<file path="config.mk">
export PLATFORM = sky130hd
export DESIGN_NAME = lf_burst_fill
export DESIGN_NICKNAME = d
export VERILOG_FILES = /design/src/rtl/lf_pkg.sv /design/src/rtl/lf_align.sv /design/src/rtl/lf_seq.sv /design/src/rtl/lf_packer.sv /design/src/rtl/lf_line_asm.sv /design/src/rtl/lf_burst_fill.sv
export SDC_FILE = /design/constraint.sdc
export NUM_CORES = 1
export LEC_CHECK = 0
export BUFFER_PORTS_ARGS = -buffer_cell sky130_fd_sc_hd__buf_2
export CAP_MARGIN = 20
export CORE_ASPECT_RATIO = 1.25
export CORE_UTILIZATION = 45
export CTS_CLUSTER_DIAMETER = 30
export CTS_CLUSTER_SIZE = 25
export DETAILED_ROUTE_END_ITERATION = 8
export GPL_TIMING_DRIVEN = 0
export PLACE_DENSITY = 0.75
export RECOVER_POWER = 100
export SYNTH_ARGS = -nofsm -noshare
export SYNTH_HDL_FRONTEND = slang
export SYNTH_SLANG_ARGS = --single-unit
</file>
<file path="constraint.sdc">
create_clock -name clk -period 1.4 [get_ports clk]
set_input_delay 0.21 -clock clk [delete_from_list [all_inputs] [get_ports clk]]
set_output_delay 0.21 -clock clk [all_outputs]
set_load 0.02 [all_outputs]
</file>
<file path="src/rtl/lf_pkg.sv">
package lf_pkg;
   typedef enum logic [1:0] {
      LF_IDLE = 2'd0,
      LF_REQ  = 2'd1,
      LF_FILL = 2'd2
   } lf_state_e;
endpackage

</file>
<file path="src/rtl/lf_align.sv">
module lf_align #(
   parameter int ADDR_W = 32,
   parameter int OFF_W  = 4
) (
   input  logic [ADDR_W-1:0] byte_addr,
   output logic [ADDR_W-1:0] line_addr
);
   generate
      if (OFF_W == 0) begin : g_no_offset
         assign line_addr = byte_addr;
      end else begin : g_clear_offset
         assign line_addr = {byte_addr[ADDR_W-1:OFF_W], {OFF_W{1'b0}}};
      end
   endgenerate
endmodule

</file>
<file path="src/rtl/lf_seq.sv">
module lf_seq
   import lf_pkg::*;
(
   input  logic clk,
   input  logic rst_n,
   input  logic miss_valid,
   input  logic line_last,
   output logic miss_ready,
   output logic accept,
   output logic req_pulse,
   output logic collecting
);
   lf_state_e state_q, state_d;

   always_comb begin
      state_d = state_q;
      case (state_q)
         LF_IDLE: if (miss_valid) state_d = LF_REQ;
         LF_REQ:  state_d = LF_FILL;
         LF_FILL: if (line_last) state_d = LF_IDLE;
         default: state_d = LF_IDLE;
      endcase
   end

   always_ff @(posedge clk) begin
      if (!rst_n) state_q <= LF_IDLE;
      else        state_q <= state_d;
   end

   assign miss_ready = (state_q == LF_IDLE);
   assign accept     = miss_ready && miss_valid;
   assign req_pulse  = (state_q == LF_REQ);
   assign collecting = (state_q == LF_FILL);
endmodule

</file>
<file path="src/rtl/lf_packer.sv">
module lf_packer #(
   parameter int DEV_W  = 16,
   parameter int DEPTH  = 4,
   parameter int NUNITS = 2,
   localparam int UNIT_W = DEV_W * DEPTH,
   localparam int WIDX_W = (DEPTH > 1) ? $clog2(DEPTH) : 1,
   localparam int UIDX_W = (NUNITS > 1) ? $clog2(NUNITS) : 1
) (
   input  logic              clk,
   input  logic              rst_n,
   input  logic              clear,
   input  logic              beat_valid,
   input  logic [DEV_W-1:0]  beat_data,
   output logic              unit_valid,
   output logic              unit_last,
   output logic [UIDX_W-1:0] unit_idx,
   output logic [UNIT_W-1:0] unit_data
);
   logic [WIDX_W-1:0] widx_q;
   logic [UIDX_W-1:0] uidx_q;
   logic              grp_end;

   assign grp_end = beat_valid && (widx_q == WIDX_W'(DEPTH-1));

   always_ff @(posedge clk) begin
      if (!rst_n || clear) begin
         widx_q <= '0;
         uidx_q <= '0;
      end else if (beat_valid) begin
         if (grp_end) begin
            widx_q <= '0;
            uidx_q <= uidx_q + 1'b1;
         end else begin
            widx_q <= widx_q + 1'b1;
         end
      end
   end

   genvar k;
   generate
      for (k = 0; k < DEPTH-1; k++) begin : g_word
         logic [DEV_W-1:0] word_q;
         always_ff @(posedge clk) begin
            if (!rst_n)
               word_q <= '0;
            else if (beat_valid && (widx_q == WIDX_W'(k)))
               word_q <= beat_data;
         end
         assign unit_data[DEV_W*k +: DEV_W] = word_q;
      end
   endgenerate

   assign unit_data[DEV_W*(DEPTH-1) +: DEV_W] = beat_data;
   assign unit_valid = grp_end;
   assign unit_idx   = uidx_q;
   assign unit_last  = grp_end && (uidx_q == UIDX_W'(NUNITS-1));
endmodule

</file>
<file path="src/rtl/lf_line_asm.sv">
module lf_line_asm #(
   parameter int UNIT_W = 64,
   parameter int NUNITS = 2,
   localparam int LINE_W = UNIT_W * NUNITS,
   localparam int UIDX_W = (NUNITS > 1) ? $clog2(NUNITS) : 1
) (
   input  logic              clk,
   input  logic              rst_n,
   input  logic              unit_valid,
   input  logic              unit_last,
   input  logic [UIDX_W-1:0] unit_idx,
   input  logic [UNIT_W-1:0] unit_data,
   output logic [LINE_W-1:0] line,
   output logic              done
);
   logic [LINE_W-1:0] assembled;

   genvar u;
   generate
      if (NUNITS == 1) begin : g_single
         assign assembled = unit_data;
      end else begin : g_multi
         for (u = 0; u < NUNITS-1; u++) begin : g_stage
            logic [UNIT_W-1:0] stage_q;
            always_ff @(posedge clk) begin
               if (!rst_n)
                  stage_q <= '0;
               else if (unit_valid && (unit_idx == UIDX_W'(u)))
                  stage_q <= unit_data;
            end
            assign assembled[UNIT_W*u +: UNIT_W] = stage_q;
         end
         assign assembled[UNIT_W*(NUNITS-1) +: UNIT_W] = unit_data;
      end
   endgenerate

   always_ff @(posedge clk) begin
      if (!rst_n) begin
         line <= '0;
         done <= 1'b0;
      end else begin
         done <= unit_last;
         if (unit_last) line <= assembled;
      end
   end
endmodule

</file>
<file path="src/rtl/lf_burst_fill.sv">
module lf_burst_fill #(
   parameter int ADDR_W      = 32,
   parameter int LINE_BYTES  = 16,
   parameter int DEV_W       = 16,
   parameter int BURST_DEPTH = 4,
   localparam int LINE_BITS  = LINE_BYTES * 8,
   localparam int OFF_W      = (LINE_BYTES > 1) ? $clog2(LINE_BYTES) : 0,
   localparam int UNIT_W     = DEV_W * BURST_DEPTH,
   localparam int NUNITS     = LINE_BITS / UNIT_W,
   localparam int UIDX_W     = (NUNITS > 1) ? $clog2(NUNITS) : 1
) (
   input  logic                 clk,
   input  logic                 rst_n,
   input  logic                 miss_valid,
   input  logic [ADDR_W-1:0]    miss_addr,
   output logic                 miss_ready,
   output logic                 mem_req,
   output logic [ADDR_W-1:0]    mem_addr,
   input  logic                 mem_beat_valid,
   input  logic [DEV_W-1:0]     mem_beat_data,
   output logic                 fill_done,
   output logic [ADDR_W-1:0]    fill_base,
   output logic [LINE_BITS-1:0] fill_line
);
   generate
      if ((LINE_BYTES < 1) || ((LINE_BYTES & (LINE_BYTES - 1)) != 0)) begin : g_bad_line
         $error("LINE_BYTES must be a power of two");
      end
      if (BURST_DEPTH < 2) begin : g_bad_depth
         $error("BURST_DEPTH must be at least 2");
      end
      if ((NUNITS < 1) || ((LINE_BITS % UNIT_W) != 0)) begin : g_bad_unit
         $error("line width must be a whole number of packed units");
      end
      if (OFF_W >= ADDR_W) begin : g_bad_addr
         $error("ADDR_W too small for LINE_BYTES");
      end
   endgenerate

   logic              accept, collecting, line_last;
   logic              beat_ok, unit_valid;
   logic [UIDX_W-1:0] unit_idx;
   logic [UNIT_W-1:0] unit_data;
   logic [ADDR_W-1:0] aligned, base_q;

   lf_align #(.ADDR_W(ADDR_W), .OFF_W(OFF_W)) u_align (
      .byte_addr (miss_addr),
      .line_addr (aligned)
   );

   lf_seq u_seq (
      .clk        (clk),
      .rst_n      (rst_n),
      .miss_valid (miss_valid),
      .line_last  (line_last),
      .miss_ready (miss_ready),
      .accept     (accept),
      .req_pulse  (mem_req),
      .collecting (collecting)
   );

   always_ff @(posedge clk) begin
      if (!rst_n)      base_q <= '0;
      else if (accept) base_q <= aligned;
   end

   assign beat_ok = mem_beat_valid && collecting;

   lf_packer #(.DEV_W(DEV_W), .DEPTH(BURST_DEPTH), .NUNITS(NUNITS)) u_pack (
      .clk        (clk),
      .rst_n      (rst_n),
      .clear      (accept),
      .beat_valid (beat_ok),
      .beat_data  (mem_beat_data),
      .unit_valid (unit_valid),
      .unit_last  (line_last),
      .unit_idx   (unit_idx),
      .unit_data  (unit_data)
   );

   lf_line_asm #(.UNIT_W(UNIT_W), .NUNITS(NUNITS)) u_asm (
      .clk        (clk),
      .rst_n      (rst_n),
      .unit_valid (unit_valid),
      .unit_last  (line_last),
      .unit_idx   (unit_idx),
      .unit_data  (unit_data),
      .line       (fill_line),
      .done       (fill_done)
   );

   assign mem_addr  = base_q;
   assign fill_base = base_q;
endmodule

</file>
Word level (Yosys, flattened, before mapping)

Cells that the tools add are included.

Register bits after elaboration: 274
Input bits: 52
Output and inout port bits: 195
Word-level logic and storage cells: 38

$add $sub $neg: 2
Equality and inequality tests: 7
Mux-type cells: 4
Bitwise logic cells: 1
Reduce and logical (&&, ||, !) cells: 14

Operators with widths:

| operator                                                                | count |
|---|---|
| 1-bit logical AND                                                       | 8 |
| 2-bit equality test, second input constant                              | 3 |
| 2-bit two-way mux                                                       | 3 |
| 2-bit one-hot mux with 3 select lines                                   | 1 |
| 2-bit by 1-bit equality test with 1-bit output, second input constant   | 2 |
| 2-bit zero test                                                         | 2 |
| 2-bit AND reduction                                                     | 2 |
| 2-bit by 1-bit adder with 2-bit output, second input constant           | 1 |
| 2-bit by 1-bit inequality test with 1-bit output, second input constant | 1 |
| 2-bit inequality test, second input constant                            | 1 |
| 1-bit adder, second input constant                                      | 1 |
| 1-bit zero test                                                         | 1 |
| 1-bit logical OR                                                        | 1 |
| 1-bit NOT                                                               | 1 |

Depth between registers and ports, before layout

Depth after elaboration: 6
Gate-level depth with buffers: 7
Mapped depth without buffers: 5

Hierarchy

A second synthesis with hierarchy kept.

Cell total of the unflattened synthesis: 1125
Area total of the unflattened synthesis: 11713.7 µm²

By module, submodules not included:

| module        | times used | cells each | area an instance (µm²) | seq. area each (µm²) |
|---|---|---|---|---|
| lf_line_asm   | 1          | 693        | 7542.2                 | 3863.7 |
| lf_packer     | 1          | 254        | 2344.7                 | 1021.0 |
| lf_burst_fill | 1          | 136        | 1490.2                 | 640.6 |
| lf_align      | 1          | 33         | 244.0                  | 0.0 |
| lf_seq        | 1          | 9          | 92.6                   | 40.0 |

Worst setup path after synthesis

Ideal clock, no wire load.

Path kind: register to register
Start: register u_seq.state_q[1]
End: register base_q[12], in the netlist fill_base[12]
Library setup time: 0.060 ns
Arrival: 1.427 ns
Required time: 1.340 ns
Setup slack: -0.086 ns
Cell stages (with the launch flop): 6
Path buffers: 2
Period minus slack after synthesis: 1.486 ns
Cell sequence: dfxtp_1 nor2_1 and3_1 buf_2 buf_2 a22o_1

Cells in the longest elaborated chain, start to end: 2

Ends and longest elaborated chain:

| element                  | line                | source |
|---|---|---|
| start: declaration       | lf_seq.sv:13        | `lf_state_e state_q, state_d;` |
| start signal: assignment | lf_seq.sv:27        | `else state_q <= state_d;` |
| 2-bit zero test          | lf_seq.sv:30        | `assign miss_ready = (state_q == LF_IDLE);` |
| named net miss_ready     | lf_burst_fill.sv:16 | `output logic miss_ready,` |
| 1-bit logical AND        | lf_seq.sv:31        | `assign accept = miss_ready && miss_valid;` |
| end signal: assignment   | lf_burst_fill.sv:64 | `else if (accept) base_q <= aligned;` |
| end: declaration         | lf_burst_fill.sv:44 | `logic [ADDR_W-1:0] aligned, base_q;` |

The timed path passes the listed nets, and every way through them passes these cells.
A chain may end at the register's enable or synchronous reset.

Worst setup path after layout

Start: register u_pack.widx_q[0]
End: register u_asm.g_multi.g_stage[0].stage_q[37]

Cells in the longest elaborated chain, start to end: 3

Ends and longest elaborated chain:

| element                  | line              | source |
|---|---|---|
| start: declaration       | lf_packer.sv:19   | `logic [WIDX_W-1:0] widx_q;` |
| start signal: assignment | lf_packer.sv:34   | `widx_q <= widx_q + 1'b1;` |
| 2-bit equality test      | lf_packer.sv:23   | `assign grp_end = beat_valid && (widx_q == WIDX_W'(DEPTH-1));` |
| 1-bit logical AND        | lf_packer.sv:23   |  |
| 1-bit logical AND        | lf_line_asm.sv:28 | `else if (unit_valid && (unit_idx == UIDX_W'(u)))` |
| end signal: assignment   | lf_line_asm.sv:29 | `stage_q <= unit_data;` |
| end: declaration         | lf_line_asm.sv:24 | `logic [UNIT_W-1:0] stage_q;` |

No other way between the ends.

==> impl_metrics.toml <==
[drt]
vias_per_cell = 5.07
drt_wl_total_um = 29000
wl_per_cell_um = 17.6
drc = 0
vias = 8335
firstDrtPassIters = 5
first_iter_violations = 384
ant_nets = 0

[cells_and_area]
final_cell_mix = "258 x nand2_1, 257 x dfxtp_1, 238 x buf_2"
final_common_cell = "nand2_1"
fin_nets = 1387
syn_to_final_growth_pct = 43.0
stdcell_area_um2 = 14300
drive_gt1_share_pct = 32.6
fill_cells = 1635
antenna_cells = 0
instances_no_fill = 1643

[critical_path]
worstPathCellList = "ha_4 -> nand4b_1 -> nor2_4 -> buf_12 -> buf_12 -> mux2i_1"
path_class = "reg -> reg"
r2r_start = "u_pack.widx_q[0]"
critPathArrivalTime_ns = 1.97
max_stage_delay_ns = 0.37
path_max_fanout = 10
rrSetupSlack_ns = -0.13
worst-path-buf-inv = 2
startpoint_type = "register"
critPathRequiredTime_ns = 1.85
cp_slowest_cell = "dfxtp_4"
crit_family = "simple AND/OR/NAND/NOR gates"
r2r_cells = 6
cpMostUsedCell = "buf_12"
r2r_end = "u_asm.g_multi.g_stage[0].stage_q[37]"
end_kind = "register"

[logic_synthesis]
synth_xor_xnor_area_share_pct = 0
synth_top_area_cell = "dfxtp_1"
synth_area_um2 = 9970
synth.top_cell.area_share_pct = 55.0
synth_top_family_by_area = "multiplexers"
postSynthCellCount = 986
synth_area_per_cell_um2 = 10.1
synth_mux_area_share_pct = 19.3
synth-simple-area-share_pct = 13.2
synth_cell_types = 29
yosysSeqAreaShare_pct = 55.0
yosys_warnings = 0
synth_compound_area_share_pct = 5.23
synth_seq_cells = 274
synth-adder-area-share_pct = 0.502
synth_area_leaders = "dfxtp_1 55%, mux2i_1 19%, nand2_1 9.7%"

[timing]
hold_violations = 0
fmax_ghz = 0.655
finalSetupViolCount = 185
whs_ns = 0.00290
worst_slew_pin_slew_ns = 0.611
fin_crit_sh_pct = 109
layout_min_cycle_time_ns = 1.53
slew_headroom_pct = 59.3
setup_slack_ns = -0.126
rsz0062_at_grt = "true"
drv_slew = 0
skew_ns = 0.0258
tns_ns = -9.17

[clock_network]
cts_tree = "built"
clk_latency_ns = 0.54
numCtsBuffers = 43
root_buffer = "clkbuf_16"
cts_max_level = 2
clk_path_buf_depth = 3
clock-sinks = 274
clk_pin_slew_ns = 0.06

[placement]
numPortBuffers = 234
gp_congestion = 0.807
placed_cell_area_um2 = 11500
dp_hpwl_um = 18900
place_inst = 1506

[worst_hold_path]
worstHoldStart = "mem_beat_data[14]"
hold_depth = 3
hp-class = "in -> reg"
whs_endpoint = "u_pack.g_word[1].word_q[14]"

[pwr]
powerDensity_nw_per_um2 = 1410
power.leakage_nw = 7.01
vdd_drop_max_v = 0.00100

[floorplan]
coreArea_um2 = 21600
start_util_pct = 46.1
die-area_um2 = 22800
num_rows = 60
io_pins = 247
fp.dieW_um = 135
die_h_um = 168

[global_route]
grt_pass1_vias = 8017
grt_pass1_wl_um = 42700
overflow = 0
antenna_found_initial = 0
track_usage_pct = 24.0
grt_max_degree = 13

[flow_run]
maxCapViolations = 0

[run_status]
violations = "negative setup slack"
status = "finished with violations"
==> sequential cells by signal (all words and copies together), names as in the netlist <==
register,flops
u_pack.g_word.word_q,48
u_pack.widx_q,2
u_seq.state_q,2
fill_base,28
u_asm.done,1
u_asm.line,128
u_asm.g_multi.g_stage.stage_q,64
u_pack.unit_idx,1
==> per-stage QoR <==
| stage | worst slack (ns) | util [%] | total power [mW] |
|---|---|---|---|
| after floorplan | 0.0152 | - | 8.64 |
| after global placement | -0.337 | 53.3 | 8.99 |
| after detailed placement | -0.374 | 53.3 | 9.00 |
| after CTS | -0.131 | 63.6 | 20.2 |
| after global routing | -0.215 | 66.0 | 20.6 |
| final | -0.126 | 66.0 | 20.1 |
==> power by group <==
| part | leakage [nW] | total (mW) | internal [mW] | switching, mW |
|---|---|---|---|---|
| logic | 4.03 | 1.02 | 0.401 | 0.615 |
| registers | 2.22 | 7.96 | 7.89 | 0.0674 |
| clock network | 0.755 | 11.1 | 7.24 | 3.90 |
| total | 7.01 | 20.1 | 15.5 | 4.58 |
==> Yosys cell counts (all sizes together) <==
cell type	number
buf	71
nor2	3
nand3	49
o21ai	48
a22o	28
nand3b	1
nand2	258
conb	1
o21a	1
nand4b	1
and4b	3
a31o	1
and2b	1
nand4	1
nor2b	1
and3	1
mux2i	192
dfxtp	274
inv	3
a21oi	1
clkbuf	38
and2	2
ha	4
or3	1
a21boi	2
==> cells by family after synthesis <==
kind of cell             count (synthesis)
AND/OR/NAND/NOR                        322
flip-flops                             274
multiplexers                           192
buffers and inverters                  112
AO/OA/AOI/OAI                           81
adder cells (fa/ha/maj)                  4
other                                    1
==> worst register-to-register path, cell delays in order (launching register included) <==
cell      delay (ns)
dfxtp_4         0.37
ha_4            0.14
nand4b_1        0.16
nor2_4          0.22
buf_12          0.18
buf_12          0.15
mux2i_1         0.22
==> worst max path at each step <==
stage | cells past startpoint | slack [ns] | from | end
finish | 6 | -0.13 | u_pack.widx_q[0] | u_asm.g_multi.g_stage[0].stage_q[37]
global route | 6 | -0.21 | u_pack.widx_q[0] | u_asm.g_multi.g_stage[0].stage_q[37]
CTS | 7 | -0.13 | u_pack.widx_q[1] | u_asm.g_multi.g_stage[0].stage_q[10]
detailed placement | 6 | -0.37 | rst_n | u_asm.g_multi.g_stage[0].stage_q[21]
global placement | 6 | -0.34 | rst_n | u_asm.line[21]
floorplan | 6 | 0.02 | u_pack.widx_q[0] | u_asm.g_multi.g_stage[0].stage_q[0]
==> cell type report <==
class	instances	area, um2	area share [%]
plain buffers	105	911	6.39
clock buffers	50	1140	8.01
clock inverters	28	385	2.70
inverters	3	11.3	0.0789
multi-input cells	607	3890	27.3
flip-flops and latches	274	5520	38.7
well taps	279	349	2.45
repair buffers	297	2060	14.4
==> layer usage <==
layer  vias to the layer above  part of all wire, %  GRT usage [%]
li1                       3987                    -              -
met1                      3954                   40           27.9
met2                       326                   50           42.3
met3                        68                  6.4           4.79
met4                         0                  3.5           10.2
met5                         -                    0              0
==> repair_timing <==
| action | in CTS | in global routing |
|---|---|---|
| resized for setup | 79 | 88 |
| hold buffers | 30 | 0 |
| gates cloned | 4 | 16 |
| buffers inserted | 7 | 6 |
| hold endpoints to repair | 34 | 0 |
| setup endpoints to repair | 262 | 238 |
| pin swaps | 4 | 2 |
No activity file was read; power rests on OpenSTA's default activity.
